--- src/rtl/utx_pkg.sv ---
`timescale 1ns/1ps
package utx_pkg;

    typedef enum logic [1:0] {
        PAR_NONE  = 2'd0,
        PAR_EVEN  = 2'd1,
        PAR_ODD   = 2'd2,
        PAR_FORCE = 2'd3
    } par_mode_e;

    typedef enum logic [2:0] {
        ST_IDLE,
        ST_START,
        ST_DATA,
        ST_PARITY,
        ST_STOP,
        ST_PREAMBLE,
        ST_BREAK
    } tx_state_e;

endpackage

--- src/rtl/utx_parity.sv ---
`timescale 1ns/1ps
module utx_parity #(
    parameter int DW = 8
) (
    input  logic [DW-1:0] data,
    input  logic [1:0]    len_sel,
    input  logic [1:0]    mode,
    input  logic          force_val,
    output logic          par_bit
);
    import utx_pkg::*;

    logic ones_odd;

    // XOR over only the bits that will be sent
    always_comb begin
        ones_odd = 1'b0;
        for (int i = 0; i < DW; i++) begin
            if (i < 5 + int'(len_sel)) begin
                ones_odd = ones_odd ^ data[i];
            end
        end
    end

    always_comb begin
        unique case (par_mode_e'(mode))
            PAR_EVEN:  par_bit = ones_odd;
            PAR_ODD:   par_bit = ~ones_odd;
            PAR_FORCE: par_bit = force_val;
            default:   par_bit = 1'b0;
        endcase
    end

endmodule

--- src/rtl/utx_tick_timer.sv ---
`timescale 1ns/1ps
module utx_tick_timer #(
    parameter int CNT_W = 8
) (
    input  logic             clk,
    input  logic             rst_n,
    input  logic             tick,
    input  logic             load,
    input  logic [CNT_W-1:0] load_val,
    output logic             expire
);
    logic [CNT_W-1:0] cnt_q;

    always_ff @(posedge clk or negedge rst_n) begin
        if (!rst_n) begin
            cnt_q <= '0;
        end else if (load) begin
            cnt_q <= load_val;
        end else if (tick && cnt_q != '0) begin
            cnt_q <= cnt_q - 1'b1;
        end
    end

    // the element ends on the tick that consumes its last count
    assign expire = tick && (cnt_q == CNT_W'(1));

endmodule

--- src/rtl/uart_tx_core.sv ---
`timescale 1ns/1ps
module uart_tx_core #(
    parameter int OVS    = 16,
    parameter int DW     = 8,
    parameter int STOP_W = $clog2(2*OVS + 1)
) (
    input  logic              clk,
    input  logic              rst_n,
    input  logic              tick16,
    input  logic [1:0]        cfg_len,
    input  logic [1:0]        cfg_parity,
    input  logic              cfg_force_par,
    input  logic [STOP_W-1:0] cfg_stop,
    input  logic              in_valid,
    input  logic [DW-1:0]     in_data,
    output logic              in_ready,
    input  logic              preamble_req,
    input  logic              break_req,
    input  logic              freeze,
    output logic              txd,
    output logic              busy
);
    import utx_pkg::*;

    localparam int CNT_W = $clog2(OVS*(DW + 2) + 2*OVS + 1);
    localparam int IDX_W = $clog2(DW);

    tx_state_e          state_q, state_d;
    logic [DW-1:0]      shreg_q;
    logic [IDX_W-1:0]   bitidx_q;
    logic [1:0]         len_q;
    logic               has_par_q;
    logic               par_bit_q;
    logic [CNT_W-1:0]   stop_q;

    logic               tmr_load;
    logic [CNT_W-1:0]   tmr_val;
    logic               tmr_done;
    logic [CNT_W-1:0]   stop_clamped;
    logic [CNT_W-1:0]   char_ticks;
    logic               par_calc;
    logic               last_bit;
    logic               accept;

    utx_parity #(.DW(DW)) u_parity (
        .data      (in_data),
        .len_sel   (cfg_len),
        .mode      (cfg_parity),
        .force_val (cfg_force_par),
        .par_bit   (par_calc)
    );

    utx_tick_timer #(.CNT_W(CNT_W)) u_timer (
        .clk      (clk),
        .rst_n    (rst_n),
        .tick     (tick16),
        .load     (tmr_load),
        .load_val (tmr_val),
        .expire   (tmr_done)
    );

    // stop length limited to one..two bit times
    always_comb begin
        if (cfg_stop < STOP_W'(OVS)) begin
            stop_clamped = CNT_W'(OVS);
        end else if (cfg_stop > STOP_W'(2*OVS)) begin
            stop_clamped = CNT_W'(2*OVS);
        end else begin
            stop_clamped = CNT_W'(cfg_stop);
        end
    end

    // duration of a whole character in the present format
    always_comb begin
        char_ticks = CNT_W'(OVS * (6 + int'(cfg_len) + ((cfg_parity != 2'd0) ? 1 : 0)))
                   + stop_clamped;
    end

    assign last_bit = (bitidx_q == IDX_W'(int'(len_q) + 4));
    assign accept   = (state_q == ST_IDLE) && (state_d == ST_START);

    // next state and element timing
    always_comb begin
        state_d  = state_q;
        tmr_load = 1'b0;
        tmr_val  = CNT_W'(OVS);
        unique case (state_q)
            ST_IDLE: begin
                if (!freeze) begin
                    if (break_req) begin
                        state_d  = ST_BREAK;
                        tmr_load = 1'b1;
                        tmr_val  = char_ticks;
                    end else if (preamble_req) begin
                        state_d  = ST_PREAMBLE;
                        tmr_load = 1'b1;
                        tmr_val  = char_ticks;
                    end else if (in_valid) begin
                        state_d  = ST_START;
                        tmr_load = 1'b1;
                    end
                end
            end
            ST_START: begin
                if (tmr_done) begin
                    state_d  = ST_DATA;
                    tmr_load = 1'b1;
                end
            end
            ST_DATA: begin
                if (tmr_done) begin
                    tmr_load = 1'b1;
                    if (last_bit) begin
                        if (has_par_q) begin
                            state_d = ST_PARITY;
                        end else begin
                            state_d = ST_STOP;
                            tmr_val = stop_q;
                        end
                    end
                end
            end
            ST_PARITY: begin
                if (tmr_done) begin
                    state_d  = ST_STOP;
                    tmr_load = 1'b1;
                    tmr_val  = stop_q;
                end
            end
            ST_STOP, ST_PREAMBLE, ST_BREAK: begin
                if (tmr_done) begin
                    state_d = ST_IDLE;
                end
            end
            default: state_d = ST_IDLE;
        endcase
    end

    // state register
    always_ff @(posedge clk or negedge rst_n) begin
        if (!rst_n) begin
            state_q <= ST_IDLE;
        end else begin
            state_q <= state_d;
        end
    end

    // character capture and shifting
    always_ff @(posedge clk or negedge rst_n) begin
        if (!rst_n) begin
            shreg_q   <= '0;
            bitidx_q  <= '0;
            len_q     <= '0;
            has_par_q <= 1'b0;
            par_bit_q <= 1'b0;
            stop_q    <= CNT_W'(OVS);
        end else if (accept) begin
            shreg_q   <= in_data;
            bitidx_q  <= '0;
            len_q     <= cfg_len;
            has_par_q <= (cfg_parity != 2'd0);
            par_bit_q <= par_calc;
            stop_q    <= stop_clamped;
        end else if (state_q == ST_DATA && tmr_done) begin
            shreg_q  <= shreg_q >> 1;
            bitidx_q <= bitidx_q + 1'b1;
        end
    end

    // outputs
    always_comb begin
        busy     = (state_q != ST_IDLE);
        in_ready = (state_q == ST_IDLE) && !freeze && !break_req && !preamble_req;
        unique case (state_q)
            ST_START:  txd = 1'b0;
            ST_DATA:   txd = shreg_q[0];
            ST_PARITY: txd = par_bit_q;
            ST_BREAK:  txd = 1'b0;
            default:   txd = 1'b1;
        endcase
    end

endmodule

--- config.mk ---
export PLATFORM = sky130hd
export DESIGN_NAME = uart_tx_core
export DESIGN_NICKNAME = d
export VERILOG_FILES = /design/src/rtl/utx_pkg.sv /design/src/rtl/utx_parity.sv /design/src/rtl/utx_tick_timer.sv /design/src/rtl/uart_tx_core.sv
export SDC_FILE = /design/constraint.sdc
export NUM_CORES = 1
export LEC_CHECK = 0
export ABC_AREA = 1
export BUFFER_PORTS_ARGS = -buffer_cell sky130_fd_sc_hd__buf_2
export CORE_ASPECT_RATIO = 2
export CORE_MARGIN = 2
export CORE_UTILIZATION = 55
export CTS_BUF_LIST = sky130_fd_sc_hd__clkbuf_8
export CTS_CLUSTER_SIZE = 25
export DETAILED_ROUTE_END_ITERATION = 8
export GPL_ROUTABILITY_DRIVEN = 1
export GPL_TIMING_DRIVEN = 0
export HOLD_SLACK_MARGIN = 0.02
export PLACE_DENSITY = 0.75
export REMOVE_ABC_BUFFERS = 1
export SETUP_SLACK_MARGIN = 0.02
export SLEW_MARGIN = 20
export SYNTH_ARGS = -nofsm -noshare
export SYNTH_HDL_FRONTEND = slang
export SYNTH_SLANG_ARGS = --single-unit
export TNS_END_PERCENT = 50
--- constraint.sdc ---
create_clock -name clk -period 2.12 [get_ports clk]
set_clock_uncertainty 0.1 [all_clocks]
set_input_delay 0.318 -clock clk [delete_from_list [all_inputs] [get_ports clk]]
set_output_delay 0.318 -clock clk [all_outputs]
set_load 0.005 [all_outputs]
**Word-level counts from Yosys, hierarchy flattened**

Cells that the tools add are included.

- Logic and storage cells: 108
- Register bits: 34
- Output and inout port bits: 3
- Input bits: 26

- $lt $le $gt $ge: 10
- Reduce and logical (&&, ||, !) cells: 19
- Add/subtract/negate cells: 7
- Equality and inequality tests: 12
- Multiplexer cells: 44
- Bitwise logic cells: 8

Operator list:

| cell | number |
|---|---|
| < comparator 4 x 32 -> 1 bit, first input constant | 4 |
| 2-to-1 mux 8 bit | 12 |
| < comparator 3 x 32 -> 1 bit, first input constant | 2 |
| 2-to-1 mux 3 bit | 12 |
| < comparator 2 x 32 -> 1 bit, first input constant | 1 |
| case mux 8 bit (3 select lines) | 1 |
| case mux 3 bit (5 select lines) | 1 |
| 2-to-1 mux 1 bit | 14 |
| == test 3 bit, second input constant | 3 |
| adder 3 x 2 -> 4 bit, first input constant | 2 |
| adder 8 bit | 1 |
| == test 8 x 1 -> 1 bit, second input constant | 1 |
| nonzero test 8 bit | 1 |
| subtractor 8 x 1 -> 8 bit, second input constant | 1 |
| logical AND 1 bit | 7 |
| XOR 1 bit | 7 |
| == test 3 x 1 -> 1 bit, second input constant | 2 |
| == test 3 x 2 -> 1 bit, second input constant | 2 |
| greater-than comparator 6 bit, second input constant | 1 |
| < comparator 6 x 5 -> 1 bit, second input constant | 1 |
| 2-to-1 mux 6 bit | 1 |
| case mux 1 bit (3 select lines) | 2 |
| nonzero test 2 bit | 3 |
| OR reduction 3 bit | 2 |
| 13 further kinds | 16 |

**Longest topological paths before layout**

Gate-level depths: netlist of run 1.

- Word-level depth: 19
- Mapped depth: 16
- Gate-level depth less buffers: 15

**Cells and area by module**

From an unflattened synthesis of run 1, not the netlist that was laid out.

- Cell total of the unflattened synthesis: 335
- Area total of the unflattened synthesis: 2414.8 µm²

By module, submodules not included:

| module | cells an instance | sequential area each (µm²) | times used | area each (µm²) |
|---|---|---|---|---|
| uart_tx_core | 203 | 601.8 | 1 | 1584.0 |
| utx_tick_timer | 90 | 200.2 | 1 | 634.4 |
| utx_parity | 42 | 0.0 | 1 | 196.4 |

**Least setup slack after synthesis of run 1**

OpenSTA, ideal clock, no wires.

- Path kind: input port to flip-flop
- Start point: input port cfg_parity[1]
- End point: register u_timer.cnt_q[6]
- Arrival time: 1823 ps
- Stages on the path: 10
- Library setup time: 83 ps
- Path buffers: 0
- Path slack: 115 ps
- Path through: nor2_1 inv_1 ha_1 inv_1 ha_1 fa_1 xor2_1 o21ai_0 o211ai_1 o21ai_0

- Longest elaborated chain between the ends: 9

RTL lines:

| element | RTL line | source |
|---|---|---|
| start, declared | uart_tx_core.sv:11 | `input logic [1:0] cfg_parity,` |
| nonzero test 2 bit (*) | uart_tx_core.sv:75 | `char_ticks = CNT_W'(OVS * (6 + int'(cfg_len) + ((cfg_parity != 2'd0) ? 1 : 0)))` |
| 2-to-1 mux 1 bit (*) | uart_tx_core.sv:75 |  |
| adder 4 x 1 -> 4 bit (*) | uart_tx_core.sv:75 |  |
| adder 8 bit (*) | uart_tx_core.sv:76 | `+ stop_clamped;` |
| 2-to-1 mux 8 bit | uart_tx_core.sv:94 | `end else if (preamble_req) begin` |
| 2-to-1 mux 8 bit (*) | uart_tx_core.sv:90 | `if (break_req) begin` |
| 2-to-1 mux 8 bit (*) | uart_tx_core.sv:89 | `if (!freeze) begin` |
| case mux 8 bit (3 select lines) (*) | uart_tx_core.sv:87 | `unique case (state_q)` |
| 2-to-1 mux 8 bit (*) | utx_tick_timer.sv:17 | `end else if (load) begin` |
| end signal, assigned | utx_tick_timer.sv:18 | `cnt_q <= load_val;` |
| end signal, assigned | utx_tick_timer.sv:20 | `cnt_q <= cnt_q - 1'b1;` |
| end, declared | utx_tick_timer.sv:12 | `logic [CNT_W-1:0] cnt_q;` |

Every way passes the cells marked *; elsewhere a longest branch is shown, timed or not.
A chain may end at the register's enable or synchronous reset.

**Final worst setup path of run 1**

- Start point: register state_q[1]
- End point: output port txd

- Longest elaborated chain between the ends: 3
- Elaborated cells between the ends (all ways): 6
- Those cells by class: 4 x eq/ne; 1 x mux; 1 x reduce/logical

RTL lines:

| element | RTL line | source |
|---|---|---|
| start, declared | uart_tx_core.sv:28 | `tx_state_e state_q, state_d;` |
| start signal, assigned | uart_tx_core.sv:144 | `state_q <= state_d;` |
| == test 3 bit or == test 3 x 1 -> 1 bit (tied branches) | uart_tx_core.sv:174 | `unique case (state_q)` |
| OR reduction 2 bit (no line) | -- |  |
| case mux 1 bit (3 select lines) (*) | uart_tx_core.sv:174 |  |
| end, declared | uart_tx_core.sv:20 | `output logic txd,` |

Marked as above.

==> results.yml, run 1 <==
die:
  die_w_um: 49.5
  ios: 29
  core-area_sq_um: 4050
  initial_core_util_pct: 56.2
  dieArea_sq_um: 4690
  die_height_um: 94.9
  fp-row-count: 33
synthesis:
  synth_ff_type: "dfrtp_1"
  synthCells: 313
  synth_area_per_cell_sq_um: 7.26
  async_flop_share_pct: 100
  synth_enable_flop_cells: 0
  ys_seq_area_share_pct: 35.3
  ys_types: 35
  yosysWarningCount: 0
  synth_seq_cells: 32
  synth.cell_area_sq_um: 2270
power:
  p_int_mw: 1.44
  leakagePower_nw: 1.38
  swShare_pct: 38.0
  sequentialPowerShare_pct: 37.1
  p_sw_uw: 885
  vdd_ir_drop_max_mv: 0.575
  comb_power_share_pct: 38.0
  powerDensity_nw_per_um2: 856
  clock_power_share_pct: 24.9
setup_path:
  end_kind: "output pin"
  cp.required_ns: 1.70
  start_kind: "flop"
  worstPathMaxFanout: 6
  worstPathArrival_ns: 1.60
  path_class: "flop to output pin"
sta:
  setup_viol: 0
  period_needed_ns: 2.02
  finalMaxSlewViolations: 0
  hold_slack_ns: 0.155
  finalCritPeriodShare_pct: 95.4
  postLayoutSetupSlackWorst_ns: 0.0975
  grt_setup_unrepaired: "yes"
  tightest_slew_ns: 0.751
  fin_tns_setup_ns: 0
  timing.fmax_mhz: 494
  slew_headroom_pct: 50.0
  hold_viol: 0
placement:
  dpl.hpwl_mm: 4.06
  placed_area_sq_um: 2430
  place_ws_ns: -0.706
  io_buffer_count: 28
  gp_congestion: 0.853
detailed_routing:
  vias_per_cell: 5.35
  dr.first_iter.drc_count: 43
  vias: 2182
  final_antenna_net_count: 0
  drtPass1Iterations: 4
  drt_wl_total_mm: 5.63
  drt-wirelength-per-cell_um: 13.8
  drc: 0
min_path:
  hold_class: "input pin to flop"
clock_tree:
  cts_buffers: 5
  cts_max_level: 2
  cts_tree: "done"
  clk_pin_slew_worst_paths_ns: 0.07
  cts_num_sinks: 32
  cts_root_buf: "clkbuf_8"
  clock_latency_ns: 0.29
  clk_path_buf_depth: 2
layout:
  n_antenna_cell: 0
  final_area_sq_um: 2720
  fill_cells: 400
  area_delta_synth_final_pct: 19.5
  drive_gt1_share_pct: 21.6
  final_nets: 390
status:
  status: "finished, final reports clean"
global_routing:
  grt_pass1_wl_mm: 9.56
  grt_pass1_vias: 2212
  overflow: 0
  grt_use_total_pct: 26.7
  grt_max_degree: 33
  antenna_found_initial: 0
flow_run:
  maxCapViolCount: 0
final cells by class:
| type | count | area [sq um] | share of cell area [%] |
|---|---|---|---|
| multi-input cells | 235 | 1340 | 49.3 |
| flip-flops and latches | 32 | 802 | 29.5 |
| repair buffers | 39 | 238 | 8.75 |
| inverters | 42 | 165 | 6.08 |
| clock buffers | 5 | 68.8 | 2.53 |
| well taps | 52 | 65.1 | 2.40 |
| clock inverters | 3 | 38.8 | 1.43 |
cell usage after synthesis (2+ instances only):
library cell   n  area share (%)
inv_2          6            0.99
nand3b_1       6             2.0
nor2_4         3             1.5
o211ai_1       3            0.99
nand4_1        2            0.55
ha_1           8             4.4
a31oi_1        3            0.83
o21ai_0       13             2.9
nand3_4        2             1.5
nor3_1         2            0.44
buf_6          3             1.5
nand3_1       23             5.1
buf_2          2            0.44
nor2_1        32             5.3
xor2_1         5             1.9
a21oi_1       11             2.4
xnor2_1        4             1.5
o21ai_1        2            0.44
nor2_2         2            0.55
dfrtp_1       31              34
a22oi_1        3            0.99
inv_1         36             5.9
o21ai_2        7             2.7
nand2_1       92              15
nand2_2        2            0.55
critical path: stages (launching register included):
cell      delay, ns
dfrtp_1        0.44
inv_2          0.13
nor2_1         0.05
nand2_1        0.14
inv_1          0.09
a22oi_1        0.20
o211ai_1       0.13
buf_2          0.14
path summary, 6_finish.rpt:
kind,startpoint,endpoint,slack [ns],cells past startpoint
min reg2reg,stop_q[1],stop_q[1],0.39,2
max,state_q[1],txd,0.1,7
min,in_data[7],shreg_q[7],0.16,3
max in group asynchronous,rst_n,bitidx_q[2],0.91,2
max reg2reg,u_timer.cnt_q[1],u_timer.cnt_q[1],0.11,13
min in group asynchronous,rst_n,state_q[1],0.52,2
repair_timing:
item | CTS | global route
gates resized for setup | 7 | 12
setup endpoints to repair | 27 | 27
buffers inserted | 3 | 7
cloned | 1 | 0
pin swaps | 3 | 4
endpoints found under the hold margin | 3 | 0
hold buffers | 1 | 0
placed cells by master, fill, tap and decap left out, types with 3 or more instances in the layout:
cell / Yosys / routed
nand2_1: 92 / 90
a22oi_1: 3 / 3
xor2_1: 5 / 5
buf_2: 2 / 28
dfrtp_1: 31 / 31
nor2_4: 3 / 6
a21oi_1: 11 / 11
inv_2: 6 / 6
clkbuf_8: 0 / 5
o21ai_2: 7 / 6
buf_4: 0 / 9
nand3b_1: 6 / 6
nand2_2: 2 / 3
a31oi_1: 3 / 3
o211ai_1: 3 / 3
ha_1: 8 / 8
o21ai_0: 13 / 12
inv_1: 36 / 36
nand3_1: 23 / 23
xnor2_1: 4 / 4
nor2_1: 32 / 29
o21ai_1: 2 / 3
registers in the layout, indices dropped and copies added, names as in the netlist:
register	cells
len_q	2
stop_q	6
u_timer.cnt_q	8
has_par_q	1
state_q	3
shreg_q	8
bitidx_q	3
par_bit_q	1
per-stage QoR:
| stage | utilization [%] | instances | power [mW] |
|---|---|---|---|
| after floorplan | - | 308 | 1.39 |
| after global placement | 60.2 | 388 | 1.56 |
| after detailed placement | 60.2 | 388 | 1.60 |
| after CTS | 65.1 | 401 | 2.23 |
| after global routing | 67.1 | 408 | 2.47 |
| final | 67.1 | 408 | 2.33 |
cell families after synthesis:
kind of cell,after synthesis,share of synthesized area (%)
simple gates,170,34.6
flops,32,35.3
fa+ha+maj,9,5.28
compound gates,46,12.5
xor+xnor,9,3.47
buf+inv,47,8.86
metal layers:
layer | vias up | routed length [um] | global-route usage [%]
met3 | 18 | 154 | 3.96
li1 | 1089 | - | -
met1 | 1028 | 1970 | 25.2
met4 | 0 | 200 | 13.7
met5 | - | 0 | 0
met2 | 47 | 3310 | 53.3
power groups by stage:
stage | registers, mW | logic [mW] | clock network [mW]
floorplan | 0.839 | 0.549 | 0
global placement | 0.865 | 0.699 | 0
detailed placement | 0.869 | 0.730 | 0
CTS | 0.858 | 0.787 | 0.588
global route | 0.877 | 0.990 | 0.606
finish | 0.864 | 0.883 | 0.578
Power figures use the tool's default switching activity.
==> run 2, diff against run 1 <==
--- a/config.mk
+++ b/config.mk
@@ -9,14 +9,14 @@
 export BUFFER_PORTS_ARGS = -buffer_cell sky130_fd_sc_hd__buf_2
 export CORE_ASPECT_RATIO = 2
 export CORE_MARGIN = 2
-export CORE_UTILIZATION = 55
+export CORE_UTILIZATION = 54
 export CTS_BUF_LIST = sky130_fd_sc_hd__clkbuf_8
 export CTS_CLUSTER_SIZE = 25
 export DETAILED_ROUTE_END_ITERATION = 8
 export GPL_ROUTABILITY_DRIVEN = 1
 export GPL_TIMING_DRIVEN = 0
 export HOLD_SLACK_MARGIN = 0.02
-export PLACE_DENSITY = 0.75
+export PLACE_DENSITY = 0.77
 export REMOVE_ABC_BUFFERS = 1
 export SETUP_SLACK_MARGIN = 0.02
 export SLEW_MARGIN = 20
==> constraint.sdc (replaced) <==
create_clock -name clk -period 1.69 [get_ports clk]
set_clock_uncertainty 0.1 [all_clocks]
set_input_delay 0.2535 -clock clk [delete_from_list [all_inputs] [get_ports clk]]
set_output_delay 0.2535 -clock clk [all_outputs]
set_load 0.005 [all_outputs]
==> run 2 against run 1 <==
  * The run now ends with negative setup slack left
  * Register-to-register slack worse by 0.40 ns
  * Combinational power is 45% higher
  * Non-clock buffer count grew 3
==> results.yml, run 2 (synthesis results as in run 1) <==
layout:
  final_nets: 398
  fill_cells: 290
  final_cell_mix: "77 x nand2_1, 36 x inv_1, 28 x dfrtp_1, 28 x buf_2, 26 x nor2_1"
  postLayoutCoreUtil_pct: 72.2
  fin_cells: 416
  register_area_sq_um: 806
  drive_gt1_share_pct: 32.4
  reg_top3: "shreg_q (8), u_timer.cnt_q (8), stop_q (6)"
  area_delta_synth_final_pct: 29.8
  final_common_cell: "nand2_1"
  n_antenna_cell: 0
  multi_input_area_sq_um: 1530
global_routing:
  antenna_found_initial: 0
  grt_max_degree: 33
  grt_use_total_pct: 28.0
  grt_pass1_wl_mm: 10.1
  grt_pass1_vias: 2289
  overflow: 0
clock_tree:
  clk_pin_slew_worst_paths_ns: 0.07
  clk_path_buf_depth: 2
  cts_max_level: 2
  clock_latency_ns: 0.29
  cts_buffers: 5
  cts_tree: "done"
  cts_num_sinks: 32
  cts_root_buf: "clkbuf_8"
setup_path:
  path_class: "flop to flop"
  end_kind: "flop"
  cp.required_ns: 1.76
  worstPathMaxFanout: 6
  start_kind: "flop"
  worstPathArrival_ns: 2.05
detailed_routing:
  drc: 0
  drtPass1Iterations: 4
  drt_wl_total_mm: 6.23
  vias: 2291
  drt-wirelength-per-cell_um: 15.0
  final_antenna_net_count: 0
  dr.first_iter.drc_count: 51
  vias_per_cell: 5.51
power:
  p_total_mw: 2.96
  leakagePower_nw: 1.43
  vdd_ir_drop_max_mv: 0.829
  powerDensity_nw_per_um2: 1000
placement:
  gp_congestion: 0.896
  place_inst: 388
  io_buffer_count: 28
  dpl.hpwl_mm: 3.94
sta:
  grt_setup_unrepaired: "yes"
  slew_headroom_pct: 49.7
  tightest_slew_ns: 0.755
  postLayoutSetupSlackWorst_ns: -0.293
  finalCritPeriodShare_pct: 117
  period_needed_ns: 1.98
  fin_tns_setup_ns: -6.48
  timing.fmax_mhz: 504
  setup_viol: 32
  finalMaxSlewViolations: 0
  hold_viol: 0
flow_run:
  maxCapViolCount: 0
die:
  ios: 29
  die_height_um: 95.8
  dieArea_sq_um: 4780
  initial_core_util_pct: 55.6
  die_w_um: 49.9
  fp-row-count: 33
  core-area_sq_um: 4090
min_path:
  hold_class: "input pin to flop"
status:
  status: "finished with violations"
  violations: "negative setup slack"
==> run 2: changes by cell type in the layout (fill, tap and decap cells not counted), moves of 4 or more <==
cell	change
nand2_2	+11
nand3_1	-9
o21ai_1	+4
nand3_2	+9
nand2_1	-13
o21ai_0	-5
==> run 2: layer usage <==
layer / GRT usage, % / wire, um / vias up
li1: - / - / 1108
met1: 26.2 / 2140 / 1087
met2: 52.4 / 3560 / 66
met3: 4.04 / 173 / 30
met4: 22.2 / 363 / 0
met5: 0 / 0 / -
==> run 2: critical path: stages, from the launching register on <==
cell     delay [ns]
dfrtp_1        0.39
inv_2          0.08
ha_4           0.12
nand2_1        0.04
inv_1          0.06
nand2_2        0.07
nor2_4         0.11
buf_4          0.16
nand2_2        0.08
nand3_4        0.14
nor2_8         0.06
buf_12         0.13
nand2_8        0.10
inv_8          0.04
nand2_1        0.10
nand2_1        0.07
==> run 2: final cells by class <==
| cell class | count | share of cell area (%) |
|---|---|---|
| flip-flops and latches | 32 | 27.3 |
| clock buffers | 5 | 2.33 |
| multi-input cells | 239 | 52.0 |
| inverters | 42 | 5.98 |
| repair buffers | 42 | 9.50 |
| well taps | 52 | 2.21 |
| repair inverters | 1 | 0.254 |
| clock inverters | 3 | 0.424 |
==> run 2: path summary, 6_finish.rpt <==
kind | start | to | slack (ns) | depth (start not counted)
max | u_timer.cnt_q[1] | par_bit_q | -0.29 | 15
min reg2reg | stop_q[4] | stop_q[4] | 0.39 | 2
max in group asynchronous | rst_n | state_q[2] | 0.49 | 2
min | in_data[7] | shreg_q[7] | 0.08 | 3
max reg2reg | u_timer.cnt_q[1] | par_bit_q | -0.29 | 15
min in group asynchronous | rst_n | u_timer.cnt_q[4] | 0.47 | 2
==> run 2: timing repair <==
action / 4_1_cts / 5_1_grt
hold buffers: 1 / 0
gates resized for setup: 40 / 28
endpoints found under the setup margin: 32 / 33
setup buffers: 9 / 4
endpoints found under the hold margin: 31 / 0
pin swaps: 8 / 9
gates cloned: 4 / 2
==> run 2: where the power goes <==
part	leakage (nW)	switching [mW]	total (mW)	internal, mW
combinational	0.960	0.774	1.28	0.508
sequential	0.416	0.176	1.11	0.930
clock	0.0505	0.296	0.573	0.277
total	1.43	1.25	2.96	1.72
==> run 2: through the flow <==
stage	area [sq um]	hold slack [ns]	setup WS, ns
6_report	2950	0.0836	-0.293
5_1_grt	2950	0.107	-0.390
4_1_cts	2820	0.0780	-0.256
3_5_place_dp	2430	0.268	-1.14
3_3_place_gp	2430	0.257	-1.10
2_1_floorplan	2230	-0.142	-0.541
